File: src/rtl/gpio_port_pkg.sv
package gpio_port_pkg;

  localparam int ADDR_W = 2;

  typedef enum logic [ADDR_W-1:0] {
    ADR_CFG  = 2'd0,
    ADR_DAT  = 2'd1,
    ADR_PIN  = 2'd2,
    ADR_RSVD = 2'd3
  } port_addr_e;

  // Per-pin mode derived from a configuration/data bit pair
  typedef enum logic [1:0] {
    MODE_HIZ   = 2'b00,
    MODE_PULL  = 2'b01,
    MODE_DRV0  = 2'b10,
    MODE_DRV1  = 2'b11
  } pin_mode_e;

endpackage

File: src/rtl/gpio_sync.sv
module gpio_sync #(
  parameter int WIDTH  = 8,
  parameter int STAGES = 2
) (
  input  logic             clk,
  input  logic             rst,
  input  logic [WIDTH-1:0] d_async,
  output logic [WIDTH-1:0] q_sync
);

  logic [WIDTH-1:0] chain [STAGES];
  logic             live;

  always_ff @(posedge clk) begin
    if (rst) live <= 1'b0;
    else     live <= 1'b1;
  end

  genvar s;
  generate
    for (s = 0; s < STAGES; s++) begin : g_stage
      if (s == 0) begin : g_first
        always_ff @(posedge clk) begin
          if (rst) chain[0] <= '0;
          else     chain[0] <= d_async;
        end
        p_sync_first_r7: assert property (@(posedge clk) disable iff (rst)
          live |-> chain[0] == $past(d_async));
      end else begin : g_next
        always_ff @(posedge clk) begin
          if (rst) chain[s] <= '0;
          else     chain[s] <= chain[s-1];
        end
        p_sync_shift_r7: assert property (@(posedge clk) disable iff (rst)
          live |-> chain[s] == $past(chain[s-1]));
      end
    end
  endgenerate

  assign q_sync = chain[STAGES-1];

endmodule

File: src/rtl/gpio_regs.sv
module gpio_regs
  import gpio_port_pkg::*;
#(
  parameter int               WIDTH    = 8,
  parameter bit               SPECIAL  = 1'b1,
  parameter int               HALT_BIT = 7,
  parameter int               IDLE_BIT = 6,
  parameter logic [WIDTH-1:0] GP_MASK  = '1
) (
  input  logic             clk,
  input  logic             rst,
  input  logic             we,
  input  port_addr_e       addr,
  input  logic [WIDTH-1:0] wdata,
  output logic [WIDTH-1:0] cfg_q,
  output logic [WIDTH-1:0] dat_q,
  output logic             halt_req,
  output logic             idle_req
);

  logic wr_cfg, wr_dat;
  logic halt_hit, idle_hit;

  assign wr_cfg = we && (addr == ADR_CFG);
  assign wr_dat = we && (addr == ADR_DAT);

  // Only general-purpose bits are stored; fixed-function bits stay zero
  always_ff @(posedge clk) begin
    if (rst) begin
      cfg_q <= '0;
      dat_q <= '0;
    end else begin
      if (wr_cfg) cfg_q <= wdata & GP_MASK;
      if (wr_dat) dat_q <= wdata & GP_MASK;
    end
  end

  generate
    if (SPECIAL) begin : g_req
      assign halt_hit = wr_dat && wdata[HALT_BIT];
      assign idle_hit = wr_dat && wdata[IDLE_BIT] && !wdata[HALT_BIT];
    end else begin : g_noreq
      assign halt_hit = 1'b0;
      assign idle_hit = 1'b0;
    end
  endgenerate

  always_ff @(posedge clk) begin
    if (rst) begin
      halt_req <= 1'b0;
      idle_req <= 1'b0;
    end else begin
      halt_req <= halt_hit;
      idle_req <= idle_hit;
    end
  end

  p_req_excl_r11: assert property (@(posedge clk) disable iff (rst)
    !(halt_req && idle_req));

  p_halt_src_r9: assert property (@(posedge clk) disable iff (rst)
    halt_req |-> $past(we && addr == ADR_DAT && wdata[HALT_BIT]));

  p_idle_src_r10: assert property (@(posedge clk) disable iff (rst)
    idle_req |-> $past(we && addr == ADR_DAT && wdata[IDLE_BIT] && !wdata[HALT_BIT]));

  generate
    if (!SPECIAL) begin : g_std_chk
      p_std_quiet_r12: assert property (@(posedge clk) disable iff (rst)
        !halt_req && !idle_req);
    end
  endgenerate

endmodule

File: src/rtl/gpio_pin_ctrl.sv
module gpio_pin_ctrl
  import gpio_port_pkg::*;
#(
  parameter int               WIDTH   = 8,
  parameter logic [WIDTH-1:0] GP_MASK = '1
) (
  input  logic             clk,
  input  logic             rst,
  input  logic [WIDTH-1:0] cfg_q,
  input  logic [WIDTH-1:0] dat_q,
  output logic [WIDTH-1:0] pin_oe,
  output logic [WIDTH-1:0] pin_out,
  output logic [WIDTH-1:0] pin_pu
);

  genvar i;
  generate
    for (i = 0; i < WIDTH; i++) begin : g_pin
      if (GP_MASK[i]) begin : g_gp
        pin_mode_e mode;
        assign mode = pin_mode_e'({cfg_q[i], dat_q[i]});
        always_ff @(posedge clk) begin
          if (rst) begin
            pin_oe[i]  <= 1'b0;
            pin_out[i] <= 1'b0;
            pin_pu[i]  <= 1'b0;
          end else begin
            pin_oe[i]  <= (mode == MODE_DRV0) || (mode == MODE_DRV1);
            pin_out[i] <= (mode == MODE_DRV1);
            pin_pu[i]  <= (mode == MODE_PULL);
          end
        end
      end else begin : g_fixed
        // Fixed-function position: never driven or pulled by this block
        assign pin_oe[i]  = 1'b0;
        assign pin_out[i] = 1'b0;
        assign pin_pu[i]  = 1'b0;
      end
    end
  endgenerate

  p_oe_pu_excl_r4: assert property (@(posedge clk) disable iff (rst)
    (pin_oe & pin_pu) == '0);

  p_out_gated_r5: assert property (@(posedge clk) disable iff (rst)
    (pin_out & ~pin_oe) == '0);

  p_fixed_idle_r8: assert property (@(posedge clk) disable iff (rst)
    ((pin_oe | pin_out | pin_pu) & ~GP_MASK) == '0);

endmodule

File: src/rtl/gpio_port.sv
module gpio_port
  import gpio_port_pkg::*;
#(
  parameter int WIDTH       = 8,
  parameter bit SPECIAL     = 1'b1,
  parameter int SYNC_STAGES = 2,
  parameter int HALT_BIT    = 7,
  parameter int IDLE_BIT    = 6
) (
  input  logic              clk,
  input  logic              rst,
  input  logic              bus_we,
  input  logic [ADDR_W-1:0] bus_addr,
  input  logic [WIDTH-1:0]  bus_wdata,
  output logic [WIDTH-1:0]  bus_rdata,
  input  logic [WIDTH-1:0]  pin_in,
  output logic [WIDTH-1:0]  pin_oe,
  output logic [WIDTH-1:0]  pin_out,
  output logic [WIDTH-1:0]  pin_pu,
  output logic              halt_req,
  output logic              idle_req
);

  localparam logic [WIDTH-1:0] ONE_HOT_H = WIDTH'(1) << HALT_BIT;
  localparam logic [WIDTH-1:0] ONE_HOT_I = WIDTH'(1) << IDLE_BIT;
  localparam logic [WIDTH-1:0] GP_MASK   = SPECIAL ? ~(ONE_HOT_H | ONE_HOT_I) : '1;

  port_addr_e       addr;
  logic [WIDTH-1:0] cfg_q, dat_q, pins_q;

  assign addr = port_addr_e'(bus_addr);

  gpio_regs #(
    .WIDTH(WIDTH), .SPECIAL(SPECIAL), .HALT_BIT(HALT_BIT),
    .IDLE_BIT(IDLE_BIT), .GP_MASK(GP_MASK)
  ) u_regs (
    .clk(clk), .rst(rst), .we(bus_we), .addr(addr), .wdata(bus_wdata),
    .cfg_q(cfg_q), .dat_q(dat_q), .halt_req(halt_req), .idle_req(idle_req)
  );

  gpio_pin_ctrl #(
    .WIDTH(WIDTH), .GP_MASK(GP_MASK)
  ) u_pins (
    .clk(clk), .rst(rst), .cfg_q(cfg_q), .dat_q(dat_q),
    .pin_oe(pin_oe), .pin_out(pin_out), .pin_pu(pin_pu)
  );

  gpio_sync #(
    .WIDTH(WIDTH), .STAGES(SYNC_STAGES)
  ) u_sync (
    .clk(clk), .rst(rst), .d_async(pin_in), .q_sync(pins_q)
  );

  always_ff @(posedge clk) begin
    if (rst) begin
      bus_rdata <= '0;
    end else begin
      unique case (addr)
        ADR_CFG:  bus_rdata <= cfg_q;
        ADR_DAT:  bus_rdata <= dat_q;
        ADR_PIN:  bus_rdata <= pins_q;
        default:  bus_rdata <= '0;
      endcase
    end
  end

  p_rsvd_zero_r2: assert property (@(posedge clk) disable iff (rst)
    $past(bus_addr) == ADR_RSVD |-> bus_rdata == '0);

  p_fixed_read_zero_r8: assert property (@(posedge clk) disable iff (rst)
    ($past(bus_addr) == ADR_CFG || $past(bus_addr) == ADR_DAT)
      |-> (bus_rdata & ~GP_MASK) == '0);

endmodule

File: config.mk
export PLATFORM = sky130hd
export DESIGN_NAME = gpio_port
export DESIGN_NICKNAME = d
export VERILOG_FILES = /design/src/rtl/gpio_port_pkg.sv /design/src/rtl/gpio_sync.sv /design/src/rtl/gpio_regs.sv /design/src/rtl/gpio_pin_ctrl.sv /design/src/rtl/gpio_port.sv
export SDC_FILE = /design/constraint.sdc
export NUM_CORES = 1
export LEC_CHECK = 0
export BUFFER_PORTS_ARGS = -buffer_cell sky130_fd_sc_hd__buf_4
export CAP_MARGIN = 20
export CORE_ASPECT_RATIO = 1.2
export CORE_MARGIN = 8
export CORE_UTILIZATION = 51
export DETAILED_ROUTE_END_ITERATION = 8
export GPL_TIMING_DRIVEN = 0
export PLACE_DENSITY = 0.75
export SLEW_MARGIN = 20
export SYNTH_ARGS = -nofsm -noshare
export SYNTH_HDL_FRONTEND = slang
export SYNTH_HIERARCHICAL = 1
export SYNTH_SLANG_ARGS = --single-unit
File: constraint.sdc
create_clock -name clk -period 1.5 [get_ports clk]
set_clock_uncertainty 0.2 [all_clocks]
set_input_delay 0.225 -clock clk [delete_from_list [all_inputs] [get_ports clk]]
set_output_delay 0.225 -clock clk [all_outputs]
set_load 0.02 [all_outputs]
# After elaboration in Yosys (flattened, before gate mapping)
# Memories as Yosys holds them, arrays and structs flattened.
# Cells that the tools add are included.
totals:
  register_bits: 40
  latchBits: 0
  mem_bits_rw: 16
  mem_bits_ro: 0
  in_bits: 21
  out_inout_bits: 34
  wordCells: 65
  memories: 1
op_classes:
  add_sub_neg: 0
  mul: 0
  div: 0
  magnitude_cmp: 0
  eq_ne: 20
  n_shift: 0
  muxes: 6
  bitwise_logic: 2
  n_reduce_logical: 13
memory_table:
  columns: ["memory", "depth", "width", "read_ports", "rd_clocked_by_memory_dff", "write_ports", "line", "text"]
  rows:
  - ["u_sync.chain", 2, 8, 2, 0, 2, "gpio_sync.sv:11", "logic [WIDTH-1:0] chain [STAGES];"]
op_table:
  columns: ["cell", "n"]
  rows:
  - ["$eq A2 B2 Y1 const B", 13]
  - ["$pmux W8 S3", 1]
  - ["$mux W8", 2]
  - ["$eq A2 B1 Y1 const B", 7]
  - ["$logic_or A1 B1 Y1", 6]
  - ["$logic_and A1 B1 Y1", 5]
  - ["$mux W1", 3]
  - ["$logic_not A2 Y1", 1]
  - ["$or A1 B1 Y1", 2]
  - ["$logic_not A1 Y1", 1]

# Depth between registers and ports, before layout
# Gate-level depths: netlist of the first run.
logic_depth:
  ltp_word: 4
  mapped_depth: 4

# Modules after synthesis
# The synthesis of the first run kept the hierarchy.
by_module_without_submodules:
  columns: ["mod", "n_inst", "cells_per_inst", "area_per_inst_um2", "seq_area_each_um2"]
  rows:
  - ["gpio_regs", 1, 59, 619.3, 280.3]
  - ["gpio_pin_ctrl", 1, 44, 586.8, 360.3]
  - ["gpio_sync", 1, 33, 464.2, 320.3]
  - ["gpio_port", 1, 45, 411.6, 160.2]

# Least setup slack after synthesis of the first run
# Ideal clock, no wire load.
synth_path:
  kind: "in2reg"
  startpoint: "in bus_addr[1]"
  endpoint: "reg u_regs.cfg_q[2]"
  t_arrival_ns: 0.835
  required_ns: 1.182
  path_slack_ns: 0.347
  path_stages: 3
  cell_sequence: "or3b_1 buf_6 mux2i_1"
synth_via:
  elab_chain_len: 2
synth_rtl:
  columns: ["element", "line", "text"]
  rows:
  - ["start: declaration", "gpio_port.sv:13", "input logic [ADDR_W-1:0] bus_addr,"]
  - ["$logic_not A2 Y1", "gpio_regs.sv:24", "assign wr_cfg = we && (addr == ADR_CFG);"]
  - ["$logic_and A1 B1 Y1", "gpio_regs.sv:24", null]
  - ["end signal: assignment", "gpio_regs.sv:33", "if (wr_cfg) cfg_q <= wdata & GP_MASK;"]
  - ["end: declaration", "gpio_regs.sv:15", "output logic [WIDTH-1:0] cfg_q,"]
# Every way passes these cells.
# A chain may end at the register's enable or synchronous reset.

# Worst setup path in the final report of the first run
layout_path:
  startpoint: "reg bus_rdata[3]"
  endpoint: "out bus_rdata[3]"
layout_rtl:
  columns: ["element", "line", "text"]
  rows:
  - ["start: declaration", "gpio_port.sv:15", "output logic [WIDTH-1:0] bus_rdata,"]
  - ["start signal: assignment", "gpio_port.sv:59", "ADR_CFG: bus_rdata <= cfg_q;"]
  - ["start signal: assignment", "gpio_port.sv:60", "ADR_DAT: bus_rdata <= dat_q;"]
  - ["start signal: assignment", "gpio_port.sv:61", "ADR_PIN: bus_rdata <= pins_q;"]
# No word-level cell between the ends.

==> results.md, run 1 <==
- Counting along the longest clock path gives a buffer depth of 2.
- Dividing the detail-routed wire length by the instance count gives roughly 13 um.
- The total track usage is roughly 13%.
- The die is approximately 74 um wide.
- The routability-driven placement congestion ratio is roughly 0.71.
- The leakage power is roughly 0.0012 uW.
- The total half-perimeter wirelength after legalization and detailed placement is roughly 3 mm.
- Data arrives at the worst endpoint at around 0.8 ns.
- The clock root buffer master is clkbuf_8.
- The top achievable clock speed is a little over 0.8 GHz.
- The worst setup path is captured at a primary output.
- The worst path required time is 1.07 ns.
- The routed design has between 4 and 5 mm of wire.
- The clock transition time at the flip-flop clock pins of the worst setup and hold paths is about 0.09 ns.
- The post-synth design cell area is between 2000 and 2500 sq um.
- After detailed routing, the number of remaining DRC violations is 0.
- The number of diodes is 0.
- The number of max-cap violations is 0.
- The source-to-sink clock delay at the later pin of the worst-skew pair is approximately 0.30 ns.
- The average cell area after synthesis is 11.5 sq um.
- The number of antenna violations at the first check in global routing is 0.
- The number of placed cells counting well taps is ~290.
- For this run, the detailed router's first-pass iteration total came to 4.
- The library cell used most frequently in the layout, excluding fill and tap cells, is buf_4.
- The number of warnings reported in the yosys synthesis log is 6.
- Counting both buffers and inverters, the worst setup path holds a total of 1.
- Compared with the post-synthesis result, the final layout area differs by 31.4%.
- The count of standard-cell rows is 25.
- The max-slew violation count is 0.
- The count of nets left with antenna violations once routing finished came out at 0.
- Global routing finished with a remaining overflow of 0.
- The flow ran to the end, and the final reports show no timing, DRC or antenna violations.
- For this design, the slowest cell found on the critical path is dfxtp_1.
- The post-cts hold buffer count is 10.
- The share of the clock period used by the worst path is about four fifths.
- The synthesized instance count is roughly 180.
- The largest net degree at the start of global routing is 20.
- The worst path needs approximately 1.2 ns of the cycle, external delays included.
- The H-tree was split into 2 levels.
- Setup repair after global routing left no endpoint under its margin.
- For this run, the slowest stage of the critical path takes about 0.34 ns.
- Port buffering added between 40 and 50 buffers.
- The peak supply drop is ~640 uV.
- The total of endpoints with negative setup slack in the final report is 0.
- Summed over all failing endpoints, the final setup total negative slack is 0 ns.
- The detailed router's first-iteration violation count is between 60 and 70.
- The routed via count divided by cell count is 4.50.
- Gates resized during post-CTS repair numbered 0.
- The number of global-route vias before repair is roughly 1400.
- The count of final hold-check violations is 0.
- The kind of cell with the highest combined delay on the critical path is flip-flops.
- The total I/O pin count is between 50 and 60.
- In the layout the commonest cells are 61 x buf_4, 56 x dfxtp_1, 26 x nand2b_1, 16 x nor2b_1, 16 x a211oi_1.
- The floorplan step defined a die boundary enclosing between 6000 and 7000 sq um.
- In this run the worst hold path is classified as primary input to register.
- The largest fanout on the critical path is 1.
- Counting every sink on the clock net gives 56.
- The startpoint-to-endpoint class of the critical path is register to primary output.
- The die height is approximately 86 um.
- The signal on the critical path passes through buf_4.
- The initial cell density of the core is 52.8%.
- In this run the post-CTS setup repair buffer count came out at 0.
- The region available for standard cell placement spans approximately 4000 sq um.
- Counting the buffers created by CTS gives 5.
- Cells with a size suffix above 1 make up 36.2% of the layout.
- TritonCTS built the clock tree.
- The first global-routing pass estimated ~6.6 mm of wire.
- The power per standard cell area is a little under 1000 nW/um^2.
- The sequential area share after synthesis is roughly 54%.
- STA classifies the critical path startpoint as a register.
- The final instance count without filler cells is around 310.
- The distinct cell type count after synthesis is 21.
- After synthesis the netlist holds a flip-flop and latch count of 56.
- After the last flow step, the layout net total stands at between 200 and 300.
- The total via count after detailed routing is around 1400.
==> path summary, 6_finish.rpt <==
path                                           end               start  slack [ns]  cells past startpoint
worst max-delay path                  bus_rdata[3]        bus_rdata[3]        0.30                      1
worst max register to register        bus_rdata[5]     u_regs/cfg_q[5]        0.30                      3
worst min register to register  u_sync/chain[1][4]  u_sync/chain[0][4]        0.24                      1
worst min-delay path               u_regs/dat_q[3]        bus_wdata[3]        0.01                      3
==> cell families after synthesis <==
group,after synthesis,share of synthesized area [%]
and+or+nand+nor,74,27.0
DFF,56,53.8
buffers and inverters,21,7.27
AOI/OAI and AO/OA,16,5.77
muxes,12,5.77
other,2,0.361
==> per-stage QoR <==
stage / util, % / area [sq um] / total power, uW / setup slack, ns / hold WS, ns
after floorplan: - / 2110 / 1770 / 0.347 / 0.0966
after global placement: 64.4 / 2540 / 1870 / 0.139 / 0.198
after detailed placement: 64.4 / 2540 / 1880 / 0.152 / 0.198
after CTS: 69.4 / 2740 / 2740 / 0.275 / 0.00881
after global routing: 69.4 / 2740 / 2840 / 0.224 / 0.00881
final: 69.4 / 2740 / 2710 / 0.298 / 0.0122
==> report_power, final <==
group	switching, uW	internal, uW	leakage, uW
Sequential	22.4	1540	0.000457
Combinational	138	167	0.000724
Clock	431	412	0.0000503
Total	592	2110	0.00123
==> synthesized netlist by cell type, drive strengths merged <==
library cell / number / area [sq um]
a211oi: 16 / 120
and2b: 7 / 60.1
and3b: 7 / 62.6
buf: 17 / 135
clkbuf: 4 / 16.3
conb: 2 / 7.51
dfxtp: 56 / 1120
mux2i: 12 / 120
nand2b: 26 / 163
nand3b: 1 / 7.51
nor2b: 23 / 161
nor3b: 8 / 90.1
nor4b: 1 / 8.76
or3b: 1 / 8.76
==> area by class of cell <==
cell class / count / area, sq um
Tap cell: 54 / 67.6
Clock buffer: 7 / 96.3
Multi-Input combinational cell: 112 / 840
Buffer: 21 / 151
Fill cell: 317 / 1200
Timing Repair Buffer: 58 / 460
Sequential cell: 56 / 1120
==> routing by layer <==
metal  routed length [um]  vias up  GRT usage (%)
met5                    0        -              0
met4                   61        0           5.89
met3                  287        6           3.97
met2                 2020       41           22.4
met1                 1690      614           15.1
li1                     -      724              -
==> state kept, by name, summed over array words and instances, names as in the netlist <==
name / cells
u_sync/chain: 16
bus_rdata: 8
u_pins/pin_oe: 6
u_pins/pin_out: 6
u_pins/pin_pu: 6
u_regs/cfg_q: 6
u_regs/dat_q: 6
u_regs/halt_req: 1
u_regs/idle_req: 1
Power figures use the tool's default switching activity.
==> run 2: changes to the inputs <==
--- a/config.mk
+++ b/config.mk
@@ -5,14 +5,15 @@
 export SDC_FILE = /design/constraint.sdc
 export NUM_CORES = 1
 export LEC_CHECK = 0
+export ABC_AREA = 1
 export BUFFER_PORTS_ARGS = -buffer_cell sky130_fd_sc_hd__buf_4
 export CAP_MARGIN = 20
 export CORE_ASPECT_RATIO = 1.2
 export CORE_MARGIN = 8
-export CORE_UTILIZATION = 51
+export CORE_UTILIZATION = 46
 export DETAILED_ROUTE_END_ITERATION = 8
 export GPL_TIMING_DRIVEN = 0
-export PLACE_DENSITY = 0.75
+export PLACE_DENSITY = 0.71
 export SLEW_MARGIN = 20
 export SYNTH_ARGS = -nofsm -noshare
 export SYNTH_HDL_FRONTEND = slang
==> constraint.sdc (replaced) <==
create_clock -name clk -period 1 [get_ports clk]
set_clock_uncertainty 0.2 [all_clocks]
set_input_delay 0.15 -clock clk [delete_from_list [all_inputs] [get_ports clk]]
set_output_delay 0.15 -clock clk [all_outputs]
set_load 0.02 [all_outputs]
==> run 2 against run 1 <==
Compared with the run above: the run now ends with hold timing, setup timing left; cell area increased by 7.3%; synthesized cell count increased by 45%; final cell count increased by 29%; clock power increased by 83%.
==> results.md, run 2 <==
- The largest registers in the layout are u_sync/chain x16, bus_rdata x8.
- The largest register by flop count is u_sync/chain.
- The start point of the critical path is u_pins/pin_oe[5].
- The flow ran to the end, but the final reports show violations.
- The category of the worst setup path capture point is a primary output.
- The critical register-to-register path startpoint is u_regs/dat_q[1].
- The standard cell with the maximum stage delay on the critical path is dfxtp_2.
- The routed wire length is roughly 4.2 mm.
- The number of buffers and inverters on the critical path is 1.
- The wire-length estimate of the detail-placed layout is between 2 and 3 mm.
- The uppermost layer routed is met4.
- The die height is 89.2 um.
- Routability-driven placement finished with a final weighted congestion of approximately 0.80.
- TritonCTS created 5 clock buffers.
- Setup violations remaining at the end of the flow were counted as 29.
- The final reports fail on hold timing, setup timing.
- The number of warnings reported in the yosys synthesis log is 6.
- In this run the power density over the cells is between 1500 and 2000 nW/um^2.
- For this run, the top clock speed supported by timing is ~0.9 GHz.
- The cell area that synthesis handed to floorplanning was roughly 2000 sq um.
- The dominant synthesized flop cell is dfxtp_1.
- The number of buffers on the longest clock path is 2.
- In this design, the stage delay of the slowest critical-path cell is between 0.3 and 0.4 ns.
- Summed over its instances, the top area cell type makes up a little over half of the synthesized netlist area.
- The average cell area after synthesis is 7.84 sq um.
- The worst setup path is launched from a register.
- The library cell with the largest summed area after synthesis is dfxtp_1.
- The worst register-to-register path has a depth of 4.
- In this run the worst setup path terminates at pin_oe[5].
- The clock group share of total power is a little over a third.
- The area added between synthesis and finish is 42.9%.
- Counting flops with a built-in enable in the synthesized netlist gives 0.
- Counting flops and latches in the post-synthesis netlist gives 56.
- The count of final hold-check violations was 13.
- After clock tree synthesis, the clock-pin slew on the worst setup and hold paths is approximately 0.090 ns.
- The max-slew violation count is 0.
- The number of logic stages on the critical path including buffering is 1.
- The most common cell after layout, fill and taps aside is nor2_1.
- Total power for the finished layout comes to ~4400 uW.
- The number of max-cap violations is 0.
- In the final layout, the share of cells above drive strength 1 is roughly a third.
- The sequential standard cell area is 1160 sq um.
- For this design the top-level I/O count stands at 55.
- The worst hold-check slack is -0.116 ns.
- Of the total power, registers draw a little over half.
- In the final routing, the length of wire on met1 measures roughly 1.7 mm.
- Data arrives at the worst endpoint at roughly 0.76 ns.
- Traced cell by cell, the critical path runs through buf_6.
- IR analysis of the VDD net gives a maximum drop of 1090 uV.
- In this run the critical register-to-register path is captured at bus_rdata[1].
- 0 antenna diodes ended up in the layout.
- Detailed routing placed a total of roughly 260 um of wire on met3.
- The initial cell density of the core is between 40 and 50%.
- The kind of cell with the highest combined delay along the critical path is flip-flops.
- The share of the clock period used by the worst path is 111%.
- The first global-routing pass estimated between 7 and 8 mm of wire.
- The root buffer cell chosen for the clock tree is clkbuf_8.
- The async set-or-reset flop fraction in the synthesized netlist is 0%.
- In this run the worst hold path is classified as primary input to register.
- In the layout the commonest cells are 51 x nor2_1, 44 x inv_1, 42 x nand2_1.
- The final routed wire length divided by cell count is around 11 um.
- Of the total power, combinational logic draws roughly an eighth.
- Measured on the finished design, the core utilization comes to between 60 and 70%.
- The time the final worst path needs with I/O delays and setup is ~1.1 ns.
- The largest net degree at the start of global routing is 17.
- In this run the tool buffered the top-level ports with 48 buffer cells.
- The clock tree synthesis step divided the H-tree into 2 levels.
- The source-to-sink clock delay at the later pin of the worst-skew pair is approximately 0.30 ns.
- Sorting the synthesized cells by area gives the leading types as dfxtp_1 55%, nor2_1 9.3%, inv_1 8.2%.
- Cell internal power was estimated by the tool at around 3500 uW.
- The sequential area share after synthesis is a little over half.
- In this run the power spent charging and discharging nets is between 900 and 1000 uW.
- The most instantiated library cell after synthesis is dfxtp_1.
- The filler cell count is approximately 360.
- Across all register-to-register paths, the minimum setup slack is around 0.060 ns.
- The routed via count divided by cell count is 4.22.
- In the post-route analysis, the smallest setup slack over all paths is -0.107 ns.
- The largest fanout on the critical path is 1.
- At the worst endpoint, the required time is 0.65 ns.
- Net switching is around 22% of the power.
- The TritonCTS clock tree is yes.
- The number of antenna violations at the first check in global routing was 0.
- The analysis attributes to cell leakage a power of ~0.0015 uW.
- The met2 wire length is about 2.2 mm.
- The worst hold path begins at bus_wdata[3].
- Measured along the x axis, the die boundary spans roughly 77 um.
- The total via count after detailed routing is 1674.
- The startpoint-to-endpoint class of the critical path is register to primary output.
- Setup repair after global routing could not meet its margin everywhere.
- The overall die area is ~6900 sq um.
- The count of standard-cell rows is 26.
- The final setup TNS is -2.65 ns.
- The sink count of the clock tree is 56.
- Synthesis handed over a netlist of around 260 instances.
- At the end of the flow, the number of nets in the layout was approximately 360.
- The count of nets left with antenna violations once routing finished came out at 0.
- The count of TritonRoute iterations in the first routing pass is 4.
- The distinct cell type count after synthesis is 17.
- The flip-flop count of the largest register after layout is 16.
- The core area is 4290 sq um.
- The number of global-route vias before repair is 1656.
- The total overflow left after global routing is 0.
- The first routing iteration left 83 violations.
- The total DRC errors in the routed layout is 0.
- The total track usage is around an eighth.
- The commonest cells after synthesis are 56 x dfxtp_1, 51 x nor2_1, 45 x inv_1.
- The multi-input combinational cells in the finished layout cover a total of roughly 620 sq um.
-- run 2: how the worst min path moves through the flow --
stage | cells after the start | to
after floorplan | 1 | u_regs/halt_req
after global placement | 3 | u_sync/chain[0][3]
after detailed placement | 3 | u_sync/chain[0][2]
after CTS | 2 | u_regs/halt_req
after global routing | 2 | u_regs/halt_req
final | 3 | u_regs/dat_q[3]
-- run 2: final cells by class --
type | count | share of cell area (%)
sequential | 56 | 39.5
multi-input combinational | 146 | 21.0
timing repair buffer | 63 | 21.0
inverter | 49 | 6.35
buffer | 19 | 5.45
clock buffer | 7 | 3.28
tap | 56 | 2.39
clock inverter | 1 | 1.02
-- run 2: repair_timing --
| item | CTS | global route |
|---|---|---|
| hold endpoints to repair | 30 | 11 |
| resized for setup | 56 | 5 |
| pin swaps | 0 | 1 |
| setup endpoints to repair | 28 | 39 |
| hold buffers | 17 | 5 |
| buffers inserted | 0 | 0 |
-- run 2: per-layer routing --
metal | up-vias | global-route usage (%)
met5 | - | 0
met4 | 0 | 6.70
met3 | 4 | 4.53
met2 | 44 | 24.5
met1 | 719 | 13.1
li1 | 907 | -
-- run 2: cell families after synthesis --
family | Yosys count | synth area share (%)
buf+inv | 68 | 16.9
other cells | 2 | 0.366
flops | 56 | 54.6
compound gates | 6 | 1.46
simple gates | 130 | 26.7
-- run 2: power groups by stage --
stage | clock, uW | sequential, uW | combinational (uW)
after CTS | 1580 | 2360 | 523
after global routing | 1680 | 2380 | 579
after floorplan | 0 | 2430 | 259
final | 1540 | 2360 | 523
after detailed placement | 0 | 2410 | 453
after global placement | 0 | 2400 | 448
-- run 2: metrics by stage --
step | cells | instance area (sq um) | setup slack, ns
6_report | 397 | 2940 | -0.107
5_1_grt | 397 | 2940 | -0.134
4_1_cts | 399 | 2950 | -0.121
3_5_place_dp | 374 | 2510 | -0.150
3_3_place_gp | 374 | 2510 | -0.138
2_1_floorplan | 270 | 2080 | 0.0779
-- run 2: tightest hold or removal path: cells and delay by family --
family	cells	cell delay, ns
simple gates	2	0.12
buf+inv	1	0.09
